<file path="src/rtl/gpio_pkg.sv">
package gpio_pkg;

    // Register offsets; software depends on these values
    localparam int unsigned OFS_RAISE   = 32'h00;
    localparam int unsigned OFS_LOWER   = 32'h10;
    localparam int unsigned OFS_DRV_ON  = 32'h20;
    localparam int unsigned OFS_DRV_OFF = 32'h30;
    localparam int unsigned OFS_LEVEL   = 32'h40;

    // Per-pin command produced by the decoder
    typedef struct packed {
        logic raise;
        logic lower;
        logic drv_on;
        logic drv_off;
    } pin_cmd_t;

    // Which register a bus address selects
    typedef enum logic [2:0] {
        SEL_NONE,
        SEL_RAISE,
        SEL_LOWER,
        SEL_DRV_ON,
        SEL_DRV_OFF,
        SEL_LEVEL
    } reg_sel_t;

    function automatic reg_sel_t decode_addr(input int unsigned addr);
        reg_sel_t s;
        case (addr)
            OFS_RAISE:   s = SEL_RAISE;
            OFS_LOWER:   s = SEL_LOWER;
            OFS_DRV_ON:  s = SEL_DRV_ON;
            OFS_DRV_OFF: s = SEL_DRV_OFF;
            OFS_LEVEL:   s = SEL_LEVEL;
            default:     s = SEL_NONE;
        endcase
        return s;
    endfunction

endpackage

</file>
<file path="src/rtl/gpio_bus_decode.sv">
module gpio_bus_decode
    import gpio_pkg::*;
#(
    parameter int ADDR_W = 8,
    parameter int WIDTH  = 32
) (
    input  logic              clk,
    input  logic              rst,
    input  logic [ADDR_W-1:0] addr,
    input  logic              wr,
    input  logic [WIDTH-1:0]  wdata,
    output pin_cmd_t          cmd [WIDTH],
    output logic              rd_level
);
    reg_sel_t sel;
    logic     hit_raise, hit_lower, hit_on, hit_off;

    always_comb begin
        sel       = decode_addr(int'(unsigned'(addr)));
        hit_raise = wr && (sel == SEL_RAISE);
        hit_lower = wr && (sel == SEL_LOWER);
        hit_on    = wr && (sel == SEL_DRV_ON);
        hit_off   = wr && (sel == SEL_DRV_OFF);
        rd_level  = (sel == SEL_LEVEL);
    end

    for (genvar g = 0; g < WIDTH; g++) begin : g_cmd
        always_comb begin
            cmd[g].raise   = hit_raise & wdata[g];
            cmd[g].lower   = hit_lower & wdata[g];
            cmd[g].drv_on  = hit_on    & wdata[g];
            cmd[g].drv_off = hit_off   & wdata[g];
        end
    end

    // a single bus access selects at most one strobe register
    p_one_strobe_r8: assert property (@(posedge clk) disable iff (rst)
        $onehot0({hit_raise, hit_lower, hit_on, hit_off}));

    // no strobe fires without a write
    p_no_strobe_idle_r8: assert property (@(posedge clk) disable iff (rst)
        !wr |-> !(hit_raise || hit_lower || hit_on || hit_off));

endmodule

</file>
<file path="src/rtl/gpio_pin_cell.sv">
module gpio_pin_cell
    import gpio_pkg::*;
(
    input  logic     clk,
    input  logic     rst,
    input  pin_cmd_t cmd,
    output logic     out_q,
    output logic     oe_q
);
    logic out_d, oe_d;

    // Lowering beats raising, releasing beats enabling
    always_comb begin
        out_d = out_q;
        if (cmd.lower)      out_d = 1'b0;
        else if (cmd.raise) out_d = 1'b1;
        oe_d = oe_q;
        if (cmd.drv_off)     oe_d = 1'b0;
        else if (cmd.drv_on) oe_d = 1'b1;
    end

    always_ff @(posedge clk) begin
        if (rst) begin
            out_q <= 1'b0;
            oe_q  <= 1'b0;
        end else begin
            out_q <= out_d;
            oe_q  <= oe_d;
        end
    end

    p_raise_r1: assert property (@(posedge clk) disable iff (rst)
        (cmd.raise && !cmd.lower) |=> out_q);
    p_lower_r2: assert property (@(posedge clk) disable iff (rst)
        cmd.lower |=> !out_q);
    p_drv_on_r3: assert property (@(posedge clk) disable iff (rst)
        (cmd.drv_on && !cmd.drv_off) |=> oe_q);
    p_drv_off_r4: assert property (@(posedge clk) disable iff (rst)
        cmd.drv_off |=> !oe_q);
    p_out_hold_r5: assert property (@(posedge clk) disable iff (rst)
        !(cmd.raise || cmd.lower) |=> $stable(out_q));
    p_oe_hold_r5: assert property (@(posedge clk) disable iff (rst)
        !(cmd.drv_on || cmd.drv_off) |=> $stable(oe_q));
    p_reset_r6: assert property (@(posedge clk)
        rst |=> (!out_q && !oe_q));

endmodule

</file>
<file path="src/rtl/gpio_in_sync.sv">
module gpio_in_sync #(
    parameter int WIDTH  = 32,
    parameter int STAGES = 2
) (
    input  logic             clk,
    input  logic             rst,
    input  logic [WIDTH-1:0] pin_in,
    output logic [WIDTH-1:0] level_q
);
    logic [WIDTH-1:0] stg [STAGES];

    for (genvar s = 0; s < STAGES; s++) begin : g_stage
        if (s == 0) begin : g_first
            always_ff @(posedge clk) begin
                if (rst) stg[0] <= '0;
                else     stg[0] <= pin_in;
            end
        end else begin : g_next
            always_ff @(posedge clk) begin
                if (rst) stg[s] <= '0;
                else     stg[s] <= stg[s-1];
            end
            // each synchronizer flop advances the previous one by one cycle
            p_stage_shift_r7: assert property (@(posedge clk) disable iff (rst)
                stg[s] == $past(stg[s-1]));
        end
    end

    always_ff @(posedge clk) begin
        if (rst) level_q <= '0;
        else     level_q <= stg[STAGES-1];
    end

    p_first_stage_r7: assert property (@(posedge clk) disable iff (rst)
        stg[0] == $past(pin_in));
    p_level_capture_r7: assert property (@(posedge clk) disable iff (rst)
        level_q == $past(stg[STAGES-1]));
    p_level_reset_r6: assert property (@(posedge clk)
        rst |=> (level_q == '0));

endmodule

</file>
<file path="src/rtl/gpio_sc_port.sv">
module gpio_sc_port
    import gpio_pkg::*;
#(
    parameter int ADDR_W      = 8,
    parameter int WIDTH       = 32,
    parameter int SYNC_STAGES = 2
) (
    input  logic              clk,
    input  logic              rst,
    input  logic [ADDR_W-1:0] bus_addr,
    input  logic              bus_wr,
    input  logic [WIDTH-1:0]  bus_wdata,
    output logic [WIDTH-1:0]  bus_rdata,
    output logic [WIDTH-1:0]  pin_out,
    output logic [WIDTH-1:0]  pin_oe,
    input  logic [WIDTH-1:0]  pin_in
);
    pin_cmd_t         cmd [WIDTH];
    logic             rd_level;
    logic [WIDTH-1:0] level;

    gpio_bus_decode #(.ADDR_W(ADDR_W), .WIDTH(WIDTH)) decode_i (
        .clk      (clk),
        .rst      (rst),
        .addr     (bus_addr),
        .wr       (bus_wr),
        .wdata    (bus_wdata),
        .cmd      (cmd),
        .rd_level (rd_level)
    );

    for (genvar g = 0; g < WIDTH; g++) begin : g_pin
        gpio_pin_cell cell_i (
            .clk   (clk),
            .rst   (rst),
            .cmd   (cmd[g]),
            .out_q (pin_out[g]),
            .oe_q  (pin_oe[g])
        );
    end

    gpio_in_sync #(.WIDTH(WIDTH), .STAGES(SYNC_STAGES)) sync_i (
        .clk     (clk),
        .rst     (rst),
        .pin_in  (pin_in),
        .level_q (level)
    );

    assign bus_rdata = rd_level ? level : '0;

    // writes to the level offset leave the pin state alone
    p_level_write_ignored_r8: assert property (@(posedge clk) disable iff (rst)
        (bus_wr && bus_addr == ADDR_W'(OFS_LEVEL)) |=> ($stable(pin_out) && $stable(pin_oe)));

endmodule

</file>
<file path="config.mk">
export PLATFORM = sky130hd
export DESIGN_NAME = gpio_sc_port
export DESIGN_NICKNAME = d
export VERILOG_FILES = /design/src/rtl/gpio_pkg.sv /design/src/rtl/gpio_bus_decode.sv /design/src/rtl/gpio_pin_cell.sv /design/src/rtl/gpio_in_sync.sv /design/src/rtl/gpio_sc_port.sv
export SDC_FILE = /design/constraint.sdc
export NUM_CORES = 1
export LEC_CHECK = 0
export BUFFER_PORTS_ARGS = -buffer_cell sky130_fd_sc_hd__buf_2
export CELL_PAD_IN_SITES_DETAIL_PLACEMENT = 0
export CELL_PAD_IN_SITES_GLOBAL_PLACEMENT = 1
export CORE_MARGIN = 2
export CORE_UTILIZATION = 42
export CTS_CLUSTER_SIZE = 24
export DETAILED_ROUTE_END_ITERATION = 6
export PLACE_DENSITY = 0.88
export SLEW_MARGIN = 20
export SYNTH_ARGS = -nofsm -noshare
export SYNTH_HDL_FRONTEND = slang
export SYNTH_HIERARCHICAL = 1
export SYNTH_SLANG_ARGS = --single-unit
</file>
<file path="constraint.sdc">
create_clock -name clk -period 3.3 [get_ports clk]
set_input_delay 0 -clock clk [delete_from_list [all_inputs] [get_ports clk]]
set_output_delay 0 -clock clk [all_outputs]
set_load 0.01 [all_outputs]
</file>
==> results of run 1 <==
-- area by class of cell --
type                       instances  area share
multi-input combinational        422       0.335
inverter                           1    0.000469
timing repair buffer             207       0.153
clock buffer                      17      0.0532
sequential                       160       0.401
clock inverter                    15      0.0280
tap                              184      0.0288
-- repair_timing --
item                      CTS  global route
setup buffers               0             0
hold endpoints to repair   32             0
hold buffers               32             0
-- sequential cells by signal, summed over array words and instances, names as in the netlist --
name / cells
g_pin.cell_i/oe_q: 32
g_pin.cell_i/out_q: 32
sync_i/level_q: 32
sync_i/stg: 64
-- Yosys cell counts (all sizes together) --
master / count / area, um^2
nand3b: 32 / 240
or4b: 2 / 20.0
nand4bb: 1 / 11.3
nor2b: 96 / 601
nor2: 64 / 240
or3: 1 / 6.26
clkbuf: 15 / 60.1
buf: 34 / 254
dfxtp: 160 / 3200
nor3: 193 / 1310
inv: 1 / 3.75
and2: 32 / 240
or4: 1 / 7.51
-- power groups by stage --
| stage | registers, mW | clock network, mW | logic [mW] |
|---|---|---|---|
| global route | 1.99 | 2.23 | 0.250 |
| floorplan | 2.03 | 0 | 0.121 |
| finish | 1.99 | 2.10 | 0.228 |
| global placement | 2.03 | 0 | 0.193 |
| detailed placement | 2.03 | 0 | 0.197 |
| CTS | 1.99 | 2.15 | 0.228 |
-- kinds of logic after synthesis --
group                  after synthesis  synth area share
AND/OR/NAND/NOR                    422             0.432
flip-flops                         160             0.517
buffers and inverters               50            0.0513
-- worst max-delay path by stage --
| stage | from | slack (ps) | depth (start not counted) | end |
|---|---|---|---|---|
| global placement | bus_addr[4] | 1350 | 6 | bus_rdata[29] |
| global route | bus_addr[4] | 1180 | 6 | bus_rdata[5] |
| CTS | bus_addr[4] | 1290 | 6 | bus_rdata[5] |
| detailed placement | bus_addr[4] | 1300 | 6 | bus_rdata[5] |
| finish | bus_addr[4] | 1370 | 6 | bus_rdata[5] |
| floorplan | bus_addr[4] | 1860 | 6 | bus_rdata[0] |
-- per-layer routing --
layer | vias to the layer above | GRT usage | routed length [um]
met3 | 37 | 0.0436 | 581
met1 | 2285 | 0.202 | 5920
li1 | 2480 | - | -
met4 | 0 | 0.101 | 505
met2 | 130 | 0.311 | 7100
met5 | - | 0 | 0
-- worst reg2reg max path, cell delays in order (launching register included) --
cell and delay, ps:
dfxtp_1 330, nor2_1 140, nor3_2 60
-- stage by stage --
stage / cells / power, mW / util
final: 1006 / 4.32 / 0.552
after global routing: 1006 / 4.47 / 0.552
after CTS: 1006 / 4.36 / 0.552
after detailed placement: 942 / 2.23 / 0.485
after global placement: 942 / 2.22 / 0.485
after floorplan: 632 / 2.15 / -
==> key figures, run 1 <==
Setup path
  – CP max stage cell: or4_1
  – Capturing point of the worst reg2reg path: g_pin[8].cell_i/out_q
  – Worst path buffer plus inverter count: 3
  – Worst setup EP type: output port
  – Worst path arrival time: 1930 ps
  – Cell family with the largest share of critical-path delay: simple AND/OR/NAND/NOR gates
  – CP Launch Type: primary input
  – Worst EP required: 3300 ps
  – Reg2Reg Depth: 2
  – CP Class: primary input to output port
  – Reg2Reg Setup Slack: 2640 ps
  – Crit path max fanout: 32
  – Crit path top cell by count: buf_2
  – CP max stage delay: 930 ps
  – Cell Chain, Critical Path: buf_2, or4_1, nor3_2, buf_4, and2_2, buf_2
  – Reg2reg start: g_pin[8].cell_i/out_q

Place
  – Placed cell area: 7030 um^2
  – DP HPWL: 8990 um
  – Port Buf Inserts: 170
  – GPL Wtd Cong: 0.785
  – Pre-CTS WS: 1300 ps

Die
  – Overall die width: 125 um
  – # IOs: 171
  – Core Area: 14500 um^2
  – Row Count: 44
  – Total die area: 15700 um^2
  – Initial Utilization: 0.428
  – Die Span Y: 125 um

Yosys
  – Cells after Synth: 632
  – Post-synthesis sequential area ratio: 0.517
  – Syn Area/Cell: 9.80 um^2
  – Syn Nets: 707
  – Mapped cell area: 6190 um^2
  – Yosys warning total: 6
  – Synth unique cells: 17
  – Yosys reg bits: 160

Finish
  – Final instance area: 8000 um^2
  – Filler Cells Inserted: 1253
  – Synth-to-Final Area Change: 29.1%
  – Multi-input logic area: 2680 um^2
  – Diodes inserted: 0
  – Nets: 884
  – Most frequent cells in the layout: buf_2, dfxtp_1, nor3_1
  – Seq. cell area: 3200 um^2
  – Commonest non-fill, non-tap cell in the layout: buf_2
  – Ratio of cells with drive above 1 in the final layout: 0.378

Global route
  – Number of global-route vias before repair: 4768
  – Initial antenna violation count: 0
  – Largest net degree at the start of global routing: 114
  – Grt ovf: 0
  – GRT Total Usage: 0.179
  – First-pass GRT wire length: 22700 um

Hold path
  – Hold Path End: g_pin[2].cell_i/oe_q
  – Hold Crit Class: primary input to flip-flop
  – Hold depth: 4
  – Worst min-delay path startpoint: bus_wdata[2]

Timing
  – Post-route setup TNS: 0 ps
  – Final hold vios: 0
  – WHS: 48.0 ps
  – Final setup violation count: 0
  – Max_slew headroom: 0.314
  – Fin crit share: 0.584
  – Max Clk Rate: 0.519 GHz
  – Slew @ Worst Pin: 1030 ps
  – RSZ-0062 raised after global routing: false
  – Final WS setup: 1370 ps
  – Min Tclk post-route: 1930 ps
  – Slew Limit Fails: 0
  – Setup Skew: 5.19 ps

Pwr
  – Clk pwr share: 0.486
  – Net Sw Frac: 0.232
  – Comb pwr share: 0.053
  – Static Leak: 3.32 nW
  – Psw: 1.00 mW
  – Pwr per Cell Area: 540 nW/um^2
  – Seq pwr share: 0.461
  – Maximum vdd drop: 325 uV
  – Internal Dissipation: 3.31 mW

Clock network
  – H-tree levels: 4
  – CTS Sinks: 160
  – Resized cells post-CTS: 0
  – Worst-Skew Late Latency: 420 ps
  – CTS root buf: clkbuf_16
  – CTS tree: yes
  – Clock slew at reported path FFs: 60 ps
  – Maximum clock path buffer count: 2
  – Total CTS buffers: 17

Route
  – Final WL: 14100 um
  – Vias: 4932
  – Remaining antenna violation count after routing: 0
  – DR WL/cell: 14.0 um
  – Detailed-route DRC error count: 0
  – DR iter-0 viols: 210
  – Avg Vias per Cell: 4.90
  – First-pass DRT Iterations: 4

Job
  – Max-Cap Viols: 0

Outcome
  – Outcome: complete, no violations
(Power assumes the default switching activity.)
==> run 2, diff against run 1 <==
ABC_AREA = 1   (was default)
CORE_UTILIZATION = 33   (was 42)
PLACE_DENSITY = 0.8   (was 0.88)
clock period = 1.7 ns   (was 3.3 ns; I/O delays follow)
==> run 2 against run 1 <==
  * Sequential share of layout area fell by 3.8 points
  * Clock power rose by 89%
  * Sequential power rose by 94%
  * Non-clock buffer count rose by 45
  * Combinational power rose by 130%
  * Wire length rose by 2.0%
  * Critical path depth rose by 6
  * Final area rose by 11%
  * Area after synthesis rose by 3.5%
  * Critical endpoint is now bus_rdata[21]
  * Largest cell class unchanged
  * Largest power group unchanged
==> key figures, run 2 <==
Yosys
  – Syn Area/Cell: 6.93 um^2
  – Xor/xnor share of the synthesized area: 0
  – Synth unique cells: 17
  – Mapped cell area: 6410 um^2
  – Cells after Synth: 925
  – Count leader, synth: nor2_1
  – Ys flop type: dfxtp_1
  – Multiplexer share of the synthesized area: 0
  – Compound-Gate Fraction of Synth Area: 0
  – Yosys reg bits: 160
  – Top cells by count, synth: nor2_1, inv_1, dfxtp_1
  – Synth area leaders: dfxtp_1, nor2_1, inv_1
  – Area fraction of the dominant cell type after synthesis: 0.500
  – Post-synthesis sequential area ratio: 0.500
  – Yosys warning total: 6
  – Post-synth EDFFs: 0
  – Fraction of the mapped netlist area in adder cells: 0
  – Async S/R FF share, synth: 0
  – Syn Nets: 1000
  – Top cell type by total area after synthesis: dfxtp_1
  – Simple-Gate Fraction of Synth Area: 0.310
  – Largest family of logic cells by synthesized area: simple AND/OR/NAND/NOR gates

Setup path
  – Crit path top cell by count: inv_1
  – Worst path buffer plus inverter count: 7
  – Crit path max fanout: 9
  – Worst setup EP type: output port
  – Cell Chain, Critical Path: buf_2, nor2_1, nand2_1, inv_1, nand2_2, inv_2, nand3b_1, inv_1, buf_4, nand2_1, inv_1, buf_2
  – CP max stage cell: nor2_1
  – Worst path arrival time: 1440 ps
  – Cell family with the largest share of critical-path delay: buffers and inverters
  – Worst EP required: 1700 ps
  – CP Launch Type: primary input
  – CP Class: primary input to output port
  – CP max stage delay: 270 ps

Timing
  – Max Clk Rate: 0.692 GHz
  – Slew Limit Fails: 0
  – RSZ-0062 raised after global routing: false
  – Post-route setup TNS: 0 ps
  – Final hold vios: 0
  – Slew @ Worst Pin: 324 ps
  – Setup Skew: 7.26 ps
  – Final setup violation count: 0
  – Min Tclk post-route: 1440 ps
  – Fin crit share: 0.850
  – Max_slew headroom: 0.783

Clock network
  – Total CTS buffers: 17
  – CTS tree: yes
  – H-tree levels: 4
  – Maximum clock path buffer count: 2
  – CTS root buf: clkbuf_16
  – # Post-CTS Setup Buffers: 0
  – CTS Sinks: 160
  – Worst-Skew Late Latency: 430 ps
  – Clock slew at reported path FFs: 70 ps

Finish
  – Nets: 1245
  – Fin util: 0.468
  – Top reg by flops: sync_i/stg
  – Synth-to-Final Area Change: 38.0%
  – Ratio of cells with drive above 1 in the final layout: 0.303
  – Max reg flops: 64
  – Diodes inserted: 0
  – Commonest non-fill, non-tap cell in the layout: nor2_1
  – Most frequent cells in the layout: nor2_1, buf_2, inv_1

Route
  – Remaining antenna violation count after routing: 0
  – Final WL: 14400 um
  – DR iter-0 viols: 178
  – Avg Vias per Cell: 3.75
  – DR WL/cell: 9.97 um
  – First-pass DRT Iterations: 4
  – Detailed-route DRC error count: 0
  – Vias: 5417

Global route
  – GRT Total Usage: 0.145
  – Grt ovf: 0
  – First-pass GRT wire length: 23300 um
  – Largest net degree at the start of global routing: 56
  – Initial antenna violation count: 0
  – Number of global-route vias before repair: 4959

Die
  – # IOs: 171
  – Die Span Y: 143 um
  – Overall die width: 143 um
  – Core Area: 18900 um^2
  – Row Count: 50
  – Initial Utilization: 0.339
  – Total die area: 20600 um^2

Outcome
  – Outcome: complete, no violations

Place
  – DP HPWL: 9890 um
  – GPL Wtd Cong: 0.769
  – Port Buf Inserts: 170

Pwr
  – Static Leak: 4.80 nW
  – Maximum vdd drop: 652 uV
  – Pwr per Cell Area: 945 nW/um^2

Job
  – Max-Cap Viols: 0

Hold path
  – Hold Crit Class: primary input to flip-flop
==> run 2: cell types whose count changed in the layout (fill, tap and decap cells not counted), sizes merged, moves of 32 or more <==
cell | previous run | this run
dlygate4sd3 | 32 | 68
nand2 | 0 | 106
inv | 8 | 270
nor2b | 96 | 0
nor2 | 64 | 360
and2 | 32 | 0
nor3 | 193 | 2
==> run 2: worst paths after layout <==
| check | startpoint | endpoint | slack (ps) | cells past startpoint |
|---|---|---|---|---|
| setup / recovery | bus_addr[0] | bus_rdata[21] | 260 | 12 |
| hold / removal | bus_wr | g_pin[24].cell_i/out_q | 270 | 6 |
| setup reg to reg | g_pin[12].cell_i/out_q | g_pin[12].cell_i/out_q | 1110 | 2 |
| hold reg to reg | sync_i/stg[1][30] | sync_i/level_q[30] | 390 | 2 |
==> run 2: per-layer routing <==
metal,routed length (um),track usage
met1,6910,0.182
met2,6520,0.236
met3,611,0.0333
met4,353,0.0650
met5,0,0
==> run 2: kinds of logic after synthesis <==
family / after synthesis
simple gates: 474
flops: 160
buf+inv: 291
==> run 2: where the power goes <==
| part | leakage (nW) | switching, mW | internal (mW) |
|---|---|---|---|
| combinational | 3.18 | 0.275 | 0.258 |
| sequential | 1.31 | 0.0239 | 3.84 |
| clock | 0.310 | 1.81 | 2.15 |
==> run 2: worst min-delay path: cells and delay by family <==
| family | cells | cell delay [ps] |
|---|---|---|
| simple gates | 4 | 290 |
| buf+inv | 2 | 360 |
==> run 2: layout make-up <==
| type | count | area [um^2] |
|---|---|---|
| flip-flops and latches | 160 | 3200 |
| inverters | 265 | 995 |
| repair buffers | 252 | 1690 |
| well taps | 260 | 325 |
| clock buffers | 17 | 425 |
| clock inverters | 15 | 218 |
| multi-input cells | 474 | 1990 |
| fillers | 1926 | 10100 |
==> run 2: per-stage QoR <==
| step | instance area [um^2] | total power [mW] | setup slack [ps] | hold slack [ps] | std cells |
|---|---|---|---|---|---|
| 2_1_floorplan | 6410 | 4.20 | 735 | 107 | 925 |
| 3_3_place_gp | 7520 | 4.36 | 180 | 202 | 1343 |
| 3_5_place_dp | 7520 | 4.36 | 187 | 208 | 1343 |
| 4_1_cts | 8840 | 8.49 | 205 | 255 | 1443 |
| 5_1_grt | 8840 | 8.73 | 80.1 | 298 | 1443 |
| 6_report | 8840 | 8.36 | 256 | 269 | 1443 |
==> run 2: repair_timing <==
action / in CTS / in global routing
hold buffers: 68 / 0
gates resized for setup: 0 / 0
endpoints found under the hold margin: 106 / 0
==> run 3, diff against run 2 <==
CORE_UTILIZATION = 37   (was 33)
PLACE_DENSITY = 0.84   (was 0.8)
clock period = 1.37 ns   (was 1.7 ns; I/O delays follow)
==> run 3 against run 2 <==
  * Critical endpoint is now bus_rdata[30]
  * Combinational power rose by 23%
  * First-iteration DRC count up 34%
  * Critical path depth unchanged
==> key figures, run 3 (synthesized netlist as in run 2, its figures left out) <==
Die
  – Die Span Y: 136 um
  – # IOs: 171
  – Overall die width: 136 um
  – Row Count: 48
  – Total die area: 18400 um^2
  – Initial Utilization: 0.374
  – Core Area: 17100 um^2

Setup path
  – CP Launch Type: primary input
  – WP depth: 12
  – Crit path top cell by count: inv_1
  – Worst path arrival time: 1200 ps
  – CP Class: primary input to output port
  – Worst path buffer plus inverter count: 7
  – Reg2Reg Depth: 2
  – Worst EP required: 1370 ps
  – Crit path max fanout: 13
  – CP max stage cell: nor2_1
  – CP max stage delay: 180 ps
  – Cell family with the largest share of critical-path delay: buffers and inverters
  – Cell Chain, Critical Path: buf_2, inv_1, nand2_1, nor2_1, nor2_4, inv_1, nand3b_1, inv_2, buf_6, nand2_1, inv_1, buf_2
  – Worst setup EP type: output port

Timing
  – Post-route setup TNS: 0 ps
  – Min Tclk post-route: 1200 ps
  – WHS: 78.6 ps
  – Final WS setup: 174 ps
  – Slew Limit Fails: 0
  – Max Clk Rate: 0.836 GHz
  – RSZ-0062 raised after global routing: false
  – Final hold vios: 0
  – Max_slew headroom: 0.713
  – Setup Skew: 7.89 ps
  – Final setup violation count: 0
  – Fin crit share: 0.873
  – Slew @ Worst Pin: 431 ps

Pwr
  – Total power: 10.1 mW
  – Maximum vdd drop: 800 uV
  – Static Leak: 4.78 nW
  – Pwr per Cell Area: 1160 nW/um^2

Finish
  – Ratio of cells with drive above 1 in the final layout: 0.304
  – Commonest non-fill, non-tap cell in the layout: nor2_1
  – Diodes inserted: 0
  – Max reg flops: 64
  – Synth-to-Final Area Change: 36.9%
  – Nets: 1238
  – Most frequent cells in the layout: nor2_1, buf_2, inv_1
  – Top reg by flops: sync_i/stg
  – Finished Layout Cells: 1401

Clock network
  – # Post-CTS Setup Buffers: 0
  – CTS Sinks: 160
  – CTS tree: yes
  – Worst-Skew Late Latency: 410 ps
  – CTS root buf: clkbuf_16
  – H-tree levels: 4
  – Clock slew at reported path FFs: 70 ps
  – Maximum clock path buffer count: 2
  – Total CTS buffers: 17

Place
  – DP HPWL: 8970 um
  – Port Buf Inserts: 170
  – Placed cell count: 1305
  – Pre-CTS WS: 138 ps
  – GPL Wtd Cong: 0.751

Job
  – Max-Cap Viols: 0

Route
  – Remaining antenna violation count after routing: 0
  – DR WL/cell: 9.80 um
  – DR iter-0 viols: 239
  – First-pass DRT Iterations: 4
  – Final WL: 13700 um
  – Detailed-route DRC error count: 0
  – Avg Vias per Cell: 3.83
  – Vias: 5371

Hold path
  – Hold Crit Class: primary input to flip-flop
  – Hold depth: 4

Global route
  – Grt ovf: 0
  – Number of global-route vias before repair: 4931
  – Largest net degree at the start of global routing: 42
  – First-pass GRT wire length: 22400 um
  – Initial antenna violation count: 0
  – GRT Total Usage: 0.155

Outcome
  – Outcome: complete, no violations
-- run 3: cell count changes in the layout (fill, tap and decap cells not counted), sizes merged --
cell and change:
bufinv -1, buf -3, dlygate4sd3 -4, inv +2, clkinv -1
-- run 3: stage by stage --
step	utilization	cell area, um^2
2_1_floorplan	-	6410
3_3_place_gp	0.439	7510
3_5_place_dp	0.439	7510
4_1_cts	0.512	8770
5_1_grt	0.513	8770
6_report	0.513	8770
-- run 3: area by class of cell --
type | count | area [um^2]
clock buffer | 17 | 425
clock inverter | 15 | 186
fill | 1677 | 8340
inverter | 265 | 995
multi-input combinational | 474 | 1990
sequential | 160 | 3200
tap | 225 | 282
timing repair buffer | 245 | 1690
-- run 3: power breakdown --
part	internal, mW	total, mW	switching, mW
Combinational	0.321	0.658	0.337
Clock	2.49	4.69	2.21
Sequential	4.76	4.79	0.0270
Total	7.57	10.1	2.57
-- run 3: worst register-to-register path, cell delays in order (launching register included) --
cell and delay [ps]:
dfxtp_1 350, nor2_1 60, nor2_1 130
-- run 3: timing repair --
item	4_1_cts	5_1_grt
hold buffers	64	0
gates resized for setup	0	3
endpoints found under the setup margin	0	17
endpoints found under the hold margin	91	0
-- run 3: worst paths after layout --
| check | endpoint | slack [ps] | startpoint |
|---|---|---|---|
| max reg2reg | g_pin[6].cell_i/out_q | 770 | g_pin[6].cell_i/out_q |
| min | g_pin[19].cell_i/oe_q | 80 | rst |
| min reg2reg | sync_i/level_q[2] | 390 | sync_i/stg[1][2] |
| max | bus_rdata[30] | 170 | bus_addr[7] |
-- run 3: routing by layer --
layer | global-route usage | vias to the layer above | wire length, um
met1 | 0.187 | 2232 | 6370
li1 | - | 3010 | -
met5 | 0 | - | 0
met2 | 0.267 | 116 | 6530
met3 | 0.0408 | 13 | 646
met4 | 0.0503 | 0 | 183
